==> src/rtl/acx_pkg.sv <==
package acx_pkg;
  localparam int IDX_W  = 4;
  localparam int BYTE_W = 8;
  localparam int BASE_W = 2 * BYTE_W;
  localparam int RATE_W = 4;

  localparam logic [IDX_W-1:0] IX_RATE = 4'd8;
  localparam logic [IDX_W-1:0] IX_CFG  = 4'd9;
  localparam logic [IDX_W-1:0] IX_PIN  = 4'd10;
  localparam logic [IDX_W-1:0] IX_STAT = 4'd11;
  localparam logic [IDX_W-1:0] IX_GATE = 4'd12;
  localparam logic [IDX_W-1:0] IX_BHI  = 4'd14;
  localparam logic [IDX_W-1:0] IX_BLO  = 4'd15;

  typedef struct packed {
    logic cpio;
    logic ppio;
    logic acal;
    logic sdc;
    logic cen;
    logic pen;
  } cfg_t;

  localparam cfg_t CFG_RST = '{cpio: 1'b0, ppio: 1'b0, acal: 1'b1,
                               sdc: 1'b0, cen: 1'b0, pen: 1'b0};
endpackage

==> src/rtl/acx_regs.sv <==
module acx_regs
  import acx_pkg::*;
#(
  parameter int INIT_CYCLES = 10000
) (
  input  logic              clk,
  input  logic              rst_n,
  input  logic              wr,
  input  logic [IDX_W-1:0]  addr,
  input  logic [BYTE_W-1:0] wdata,
  input  logic              flag,
  output logic [BYTE_W-1:0] rdata,
  output cfg_t              cfg,
  output logic              ien,
  output logic              mce,
  output logic              base_load,
  output logic [BASE_W-1:0] load_val,
  output logic              stat_clr,
  output logic              init_busy
);
  localparam int IC_W = $clog2(INIT_CYCLES + 1);

  logic              initd;
  logic [RATE_W-1:0] rate;
  logic [BYTE_W-1:0] base_hi, base_lo;
  logic [IC_W-1:0]   init_cnt;
  logic              rate_chg;

  assign rate_chg  = wr && addr == IX_RATE && mce && wdata[RATE_W-1:0] != rate;
  assign base_load = wr && addr == IX_BLO;
  assign load_val  = {base_hi, wdata};
  assign stat_clr  = wr && addr == IX_STAT;
  assign init_busy = init_cnt != '0;

  always_ff @(posedge clk or negedge rst_n) begin
    if (!rst_n) begin
      cfg     <= CFG_RST;
      ien     <= 1'b0;
      initd   <= 1'b0;
      mce     <= 1'b0;
      base_hi <= '0;
      base_lo <= '0;
    end else if (wr) begin
      case (addr)
        IX_CFG: begin
          cfg.pen <= wdata[0];
          cfg.cen <= wdata[1];
          if (mce) begin
            cfg.sdc  <= wdata[2];
            cfg.acal <= wdata[3];
            cfg.ppio <= wdata[6];
            cfg.cpio <= wdata[7];
          end
        end
        IX_PIN: begin
          ien   <= wdata[1];
          initd <= wdata[3];
        end
        IX_GATE: mce     <= wdata[0];
        IX_BHI:  base_hi <= wdata;
        IX_BLO:  base_lo <= wdata;
        default: ;
      endcase
    end
  end

  always_ff @(posedge clk or negedge rst_n) begin
    if (!rst_n) begin
      rate     <= '0;
      init_cnt <= '0;
    end else if (rate_chg) begin
      rate <= wdata[RATE_W-1:0];
      if (!initd) init_cnt <= IC_W'(INIT_CYCLES);
    end else if (init_busy) begin
      init_cnt <= init_cnt - 1'b1;
    end
  end

  always_comb begin
    rdata = '0;
    case (addr)
      IX_RATE: rdata[RATE_W-1:0] = rate;
      IX_CFG:  rdata = {cfg.cpio, cfg.ppio, 2'b00, cfg.acal, cfg.sdc, cfg.cen, cfg.pen};
      IX_PIN:  rdata = {4'b0000, initd, 1'b0, ien, 1'b0};
      IX_STAT: rdata = {6'b0, init_busy, flag};
      IX_GATE: rdata = {7'b0, mce};
      IX_BHI:  rdata = base_hi;
      IX_BLO:  rdata = base_lo;
      default: rdata = '0;
    endcase
  end
endmodule

==> src/rtl/acx_dma.sv <==
module acx_dma (
  input  logic clk,
  input  logic rst_n,
  input  logic pen,
  input  logic cen,
  input  logic ppio,
  input  logic cpio,
  input  logic sdc,
  input  logic sample_stb,
  input  logic pb_dack,
  input  logic cp_dack,
  output logic pb_drq,
  output logic cp_drq,
  output logic pb_pio_en,
  output logic cp_pio_en
);
  localparam int NCH = 2;

  logic [NCH-1:0] act, ack, pend;

  assign act[0] = pen && !ppio;
  assign act[1] = cen && !cpio && !(sdc && act[0]);
  assign ack[0] = pb_dack;
  assign ack[1] = sdc ? pb_dack : cp_dack;

  for (genvar ch = 0; ch < NCH; ch++) begin : g_ch
    always_ff @(posedge clk or negedge rst_n) begin
      if (!rst_n)          pend[ch] <= 1'b0;
      else if (!act[ch])   pend[ch] <= 1'b0;
      else if (sample_stb) pend[ch] <= 1'b1;
      else if (ack[ch])    pend[ch] <= 1'b0;
    end
  end

  assign pb_drq    = pend[0] || (sdc && pend[1]);
  assign cp_drq    = !sdc && pend[1];
  assign pb_pio_en = pen && ppio;
  assign cp_pio_en = cen && cpio;
endmodule

==> src/rtl/acx_cnt.sv <==
module acx_cnt #(
  parameter int W = 16
) (
  input  logic         clk,
  input  logic         rst_n,
  input  logic         stb,
  input  logic         en,
  input  logic         load,
  input  logic [W-1:0] load_val,
  input  logic         clr,
  output logic         flag
);
  logic [W-1:0] cnt, base;
  logic         term;

  assign term = stb && en && cnt == '0;

  always_ff @(posedge clk or negedge rst_n) begin
    if (!rst_n) begin
      cnt  <= '0;
      base <= '0;
    end else if (load) begin
      cnt  <= load_val;
      base <= load_val;
    end else if (stb && en) begin
      cnt <= term ? base : cnt - 1'b1;
    end
  end

  always_ff @(posedge clk or negedge rst_n) begin
    if (!rst_n)    flag <= 1'b0;
    else if (term) flag <= 1'b1;
    else if (clr)  flag <= 1'b0;
  end
endmodule

==> src/rtl/acx_cal.sv <==
module acx_cal (
  input  logic clk,
  input  logic rst_n,
  input  logic mce,
  input  logic acal,
  input  logic pdn_n,
  output logic cal_req
);
  logic booted, mce_q, pdn_q;

  always_ff @(posedge clk or negedge rst_n) begin
    if (!rst_n) begin
      booted  <= 1'b0;
      mce_q   <= 1'b0;
      pdn_q   <= 1'b1;
      cal_req <= 1'b0;
    end else begin
      booted  <= 1'b1;
      mce_q   <= mce;
      pdn_q   <= pdn_n;
      cal_req <= !booted || (pdn_n && !pdn_q) || (acal && mce_q && !mce);
    end
  end
endmodule

==> src/rtl/acx_xfer_ctl.sv <==
module acx_xfer_ctl
  import acx_pkg::*;
#(
  parameter int INIT_CYCLES = 10000
) (
  input  logic              clk,
  input  logic              rst_n,
  input  logic              pdn_n,
  input  logic              reg_wr,
  input  logic [IDX_W-1:0]  reg_addr,
  input  logic [BYTE_W-1:0] reg_wdata,
  output logic [BYTE_W-1:0] reg_rdata,
  input  logic              sample_stb,
  input  logic              pb_dack,
  input  logic              cp_dack,
  output logic              pb_drq,
  output logic              cp_drq,
  output logic              pb_pio_en,
  output logic              cp_pio_en,
  output logic              cal_req,
  output logic              irq,
  output logic              init_busy
);
  cfg_t              cfg;
  logic              ien, mce, base_load, stat_clr, flag;
  logic [BASE_W-1:0] load_val;

  acx_regs #(.INIT_CYCLES(INIT_CYCLES)) u_regs (
    .clk(clk), .rst_n(rst_n), .wr(reg_wr), .addr(reg_addr), .wdata(reg_wdata),
    .flag(flag), .rdata(reg_rdata), .cfg(cfg), .ien(ien), .mce(mce),
    .base_load(base_load), .load_val(load_val), .stat_clr(stat_clr),
    .init_busy(init_busy)
  );

  acx_dma u_dma (
    .clk(clk), .rst_n(rst_n), .pen(cfg.pen), .cen(cfg.cen), .ppio(cfg.ppio),
    .cpio(cfg.cpio), .sdc(cfg.sdc), .sample_stb(sample_stb), .pb_dack(pb_dack),
    .cp_dack(cp_dack), .pb_drq(pb_drq), .cp_drq(cp_drq),
    .pb_pio_en(pb_pio_en), .cp_pio_en(cp_pio_en)
  );

  acx_cnt #(.W(BASE_W)) u_cnt (
    .clk(clk), .rst_n(rst_n), .stb(sample_stb), .en(cfg.pen || cfg.cen),
    .load(base_load), .load_val(load_val), .clr(stat_clr), .flag(flag)
  );

  acx_cal u_cal (
    .clk(clk), .rst_n(rst_n), .mce(mce), .acal(cfg.acal), .pdn_n(pdn_n),
    .cal_req(cal_req)
  );

  assign irq = flag && ien;
endmodule

==> config.mk <==
export PLATFORM = sky130hd
export DESIGN_NAME = acx_xfer_ctl
export DESIGN_NICKNAME = d
export VERILOG_FILES = /design/src/rtl/acx_pkg.sv /design/src/rtl/acx_regs.sv /design/src/rtl/acx_dma.sv /design/src/rtl/acx_cnt.sv /design/src/rtl/acx_cal.sv /design/src/rtl/acx_xfer_ctl.sv
export SDC_FILE = /design/constraint.sdc
export NUM_CORES = 1
export LEC_CHECK = 0
export BUFFER_PORTS_ARGS = -buffer_cell sky130_fd_sc_hd__buf_4
export CAP_MARGIN = 20
export CORE_UTILIZATION = 35
export CTS_CLUSTER_SIZE = 14
export DETAILED_ROUTE_END_ITERATION = 10
export MAX_ROUTING_LAYER = met4
export PLACE_DENSITY = 0.5
export SLEW_MARGIN = 40
export SYNTH_ARGS = -nofsm -noshare
export SYNTH_HDL_FRONTEND = slang
export SYNTH_HIERARCHICAL = 1
export SYNTH_SLANG_ARGS = --single-unit
==> constraint.sdc <==
create_clock -name clk -period 2.15 [get_ports clk]
set_input_delay 0.5375 -clock clk [delete_from_list [all_inputs] [get_ports clk]]
set_output_delay 0.5375 -clock clk [all_outputs]
set_load 0.01 [all_outputs]
==> metrics <==
worst-skew pair later-pin latency=0.35 ns; Area growth, synth to finish=25.3%; Hold Fails Final Rpt=0; Initial DRC Count=206; MaxCap Viol Count=0; Max Fclk=431 MHz; synth top area cells=dfrtp_1 45%, mux2_2 9.2%, nand2_1 3.4%, mux2i_1 1.8%, inv_1 1.7%; Critical Path Start Type=register; measured slew at the worst slew-check pin=0.541 ns; die footprint=13,100 µm²; post-route insts no fill=663; Req. time, crit path=1.61 ns; Antenna Nets Post-Route=0; cells after synthesis=417; utilization after layout=0.456; register area share after synthesis=0.464; met2 WL=5590 µm; Async SR Flop Fraction=1.00; via count=3,527; Avg WL per Cell=17.7 µm; Syn Area/Cell=10.6 µm²; fillcell total=1,157; leakage=2.44 nW; Netlist cell types=72; grt total ovfl=0; P_sw=0.00191 W; EDFF count, synth=0; worst vdd ir=0.527 mV; Synth top area share=0.452; Total GRT Usage=0.202; row count=40; number of synthesized register bits=82; largest net degree at the start of global routing=40; CP Class=reg -> out; CTS tree=yes; Nets=512; # IOs=34; Buffers on Ports=33; Synth Cell Area=4430 µm²; DR vias/cell=5.32; Yosys top cell by area=dfrtp_1; minimum clock period=2.32 ns; Setup Viol. Count Final=2; worst clock skew=0.0105 ns; worst-case headroom to the max-slew limit=0.640; status=finished with violations; Top FF cell, synth=dfrtp_1; Die Y=114 µm; RSZ-0062 raised after global routing=true; sw frac=0.338; detailed-routed wire length on met3=508 µm; WL met1=5480 µm; Max Slew Vio Count=0; Max Fanout on Critical Path=3; vias in the first global route=3,643; initial antenna violation count=0; cts bufs inserted=9; final period utilization=1.08; most common cell after layout, fill and taps aside=dfrtp_1; Clk pwr share=0.274; element type at the critical path end=primary output; Syn Nets=439; first-pass GRT wire length=19,300 µm; Placed Instances=638; detailed placer's ending HPWL=8430 µm; failing checks=negative setup slack; final instance area=5540 µm²; area occupied by multi-input gates=2260 µm²; drt first pass iters=5; highest metal used=met4; leading cell types in the layout, fill and taps excluded=79 x dfrtp_1, 77 x buf_4, 36 x nand2_1, 36 x mux2_2, 17 x inv_1; H-Tree Depth=3; clock slew seen by the registers of the worst setup and hold paths=0.06 ns; Power Dens Cells=1020 nW/µm²; Post-CTS Hold Fix Bufs=0; Max clock buf depth=2; DRC Markers=0; diode count=0; share of layout cells above drive strength 1=0.358; clock root buffer=clkbuf_16; area post-placement=5080 µm²; worst path arrival time=1.78 ns; initial core utilization=0.364; Final WS setup=-0.170 ns; warnings from Yosys=6; sequential power share=0.431; Int Power=0.00374 W; flop-to-flop setup slack=0.12 ns; hold crit path type=in -> async; Core Area=12,200 µm²; Final GP Congestion=0.880; Comb pwr share=0.295; hold_ws=0.123 ns; Storage cell area=2060 µm²; final wirelength=11,800 µm; Die X=114 µm; Fin Setup TNS=-0.292 ns; CTS Sinks=82
==> metrics by stage <==
stage	setup slack, ns	power [W]
final	-0.170	0.00565
after global routing	-0.264	0.00602
after CTS	-0.228	0.00566
after detailed placement	-0.0550	0.00404
after global placement	0.00519	0.00402
after floorplan	0.0318	0.00343
==> power groups by stage <==
| stage | sequential [W] | combinational [W] | clock [W] |
|---|---|---|---|
| 2_1_floorplan | 0.00233 | 0.00110 | 0 |
| 4_1_cts | 0.00244 | 0.00162 | 0.00160 |
| 3_5_place_dp | 0.00245 | 0.00159 | 0 |
| 5_1_grt | 0.00251 | 0.00185 | 0.00165 |
| 6_report | 0.00244 | 0.00167 | 0.00155 |
| 3_3_place_gp | 0.00245 | 0.00157 | 0 |
==> cell type report <==
type                    count  share of cell area
repair buffers             81               0.114
clock inverters             1            0.000903
clock buffers              15              0.0537
multi-input cells         295               0.408
flip-flops and latches     82               0.371
well taps                 168              0.0379
inverters                  21              0.0142
==> kinds of logic after synthesis <==
group,share of synthesized area
and+or+nand+nor,0.185
muxes,0.110
adders and majority gates,0.00848
AOI/OAI and AO/OA,0.164
buffers and inverters,0.0441
DFF,0.464
xor gates and xnor gates,0.0237
other,0.000847
==> timing repair <==
item / CTS / global route
gates resized for setup: 14 / 11
setup buffers: 6 / 3
setup endpoints to repair: 3 / 6
pin swaps: 4 / 2
==> metal layers <==
layer,GRT usage,up-vias
met5,-,-
met4,0.0606,0
met3,0.0524,13
met2,0.312,82
met1,0.260,1738
li1,-,1694
==> cell usage after synthesis, types with 3 or more instances <==
library cell	instances
buf_4	8
a211oi_1	3
o41ai_1	4
a21o_1	3
nand4_1	5
nor4_4	3
a22oi_1	9
mux2_2	36
nor3b_1	3
a31oi_1	3
nor2b_1	4
buf_2	6
nor4_1	5
and2_1	5
ha_1	3
or3_1	5
o21ai_0	15
nand2_1	40
a22o_1	3
mux2i_1	8
nor3_1	9
or4_4	3
dfrtp_1	80
nor3b_2	3
o21ai_1	3
a211oi_2	3
a21oi_1	10
nor3_2	3
o31ai_1	8
o211ai_1	8
nand2b_1	6
xor2_1	7
nor2_1	17
xnor2_1	5
nand3_1	13
inv_1	20
==> flip-flops by register name, indices dropped and copies added (netlist names) <==
| register | cells |
|---|---|
| u_regs/cfg | 6 |
| u_cal/cal_req | 1 |
| u_cnt/base | 16 |
| u_cal/booted | 1 |
| u_dma/pend | 2 |
| u_cal/mce_q | 1 |
| u_cal/pdn_q | 1 |
| u_regs/mce | 1 |
| u_cnt/cnt | 16 |
| u_regs/initd | 1 |
| u_cnt/flag | 1 |
| u_regs/ien | 1 |
| u_regs/init_cnt | 14 |
| u_regs/rate | 4 |
| u_regs/base_hi | 8 |
| u_regs/base_lo | 8 |
==> worst paths after layout <==
check,start,end,cells after the start
max,u_regs/init_cnt[9],reg_rdata[1],8
min,rst_n,u_regs/init_cnt[0],1
max reg2reg,u_cnt/cnt[4],u_cnt/cnt[15],4
min reg2reg,u_cal/booted,u_cal/cal_req,1
max in group asynchronous,rst_n,u_cal/pdn_q,2
min in group clk,pdn_n,u_cal/pdn_q,1
==> critical path: stages (launching register included) <==
cell     delay [ns]
dfrtp_1        0.40
nor4_2         0.30
buf_4          0.18
nand2_4        0.05
nor3_4         0.15
inv_2          0.09
nand2_2        0.06
nand3_2        0.08
buf_6          0.13
No activity file was read; power rests on OpenSTA's default activity.
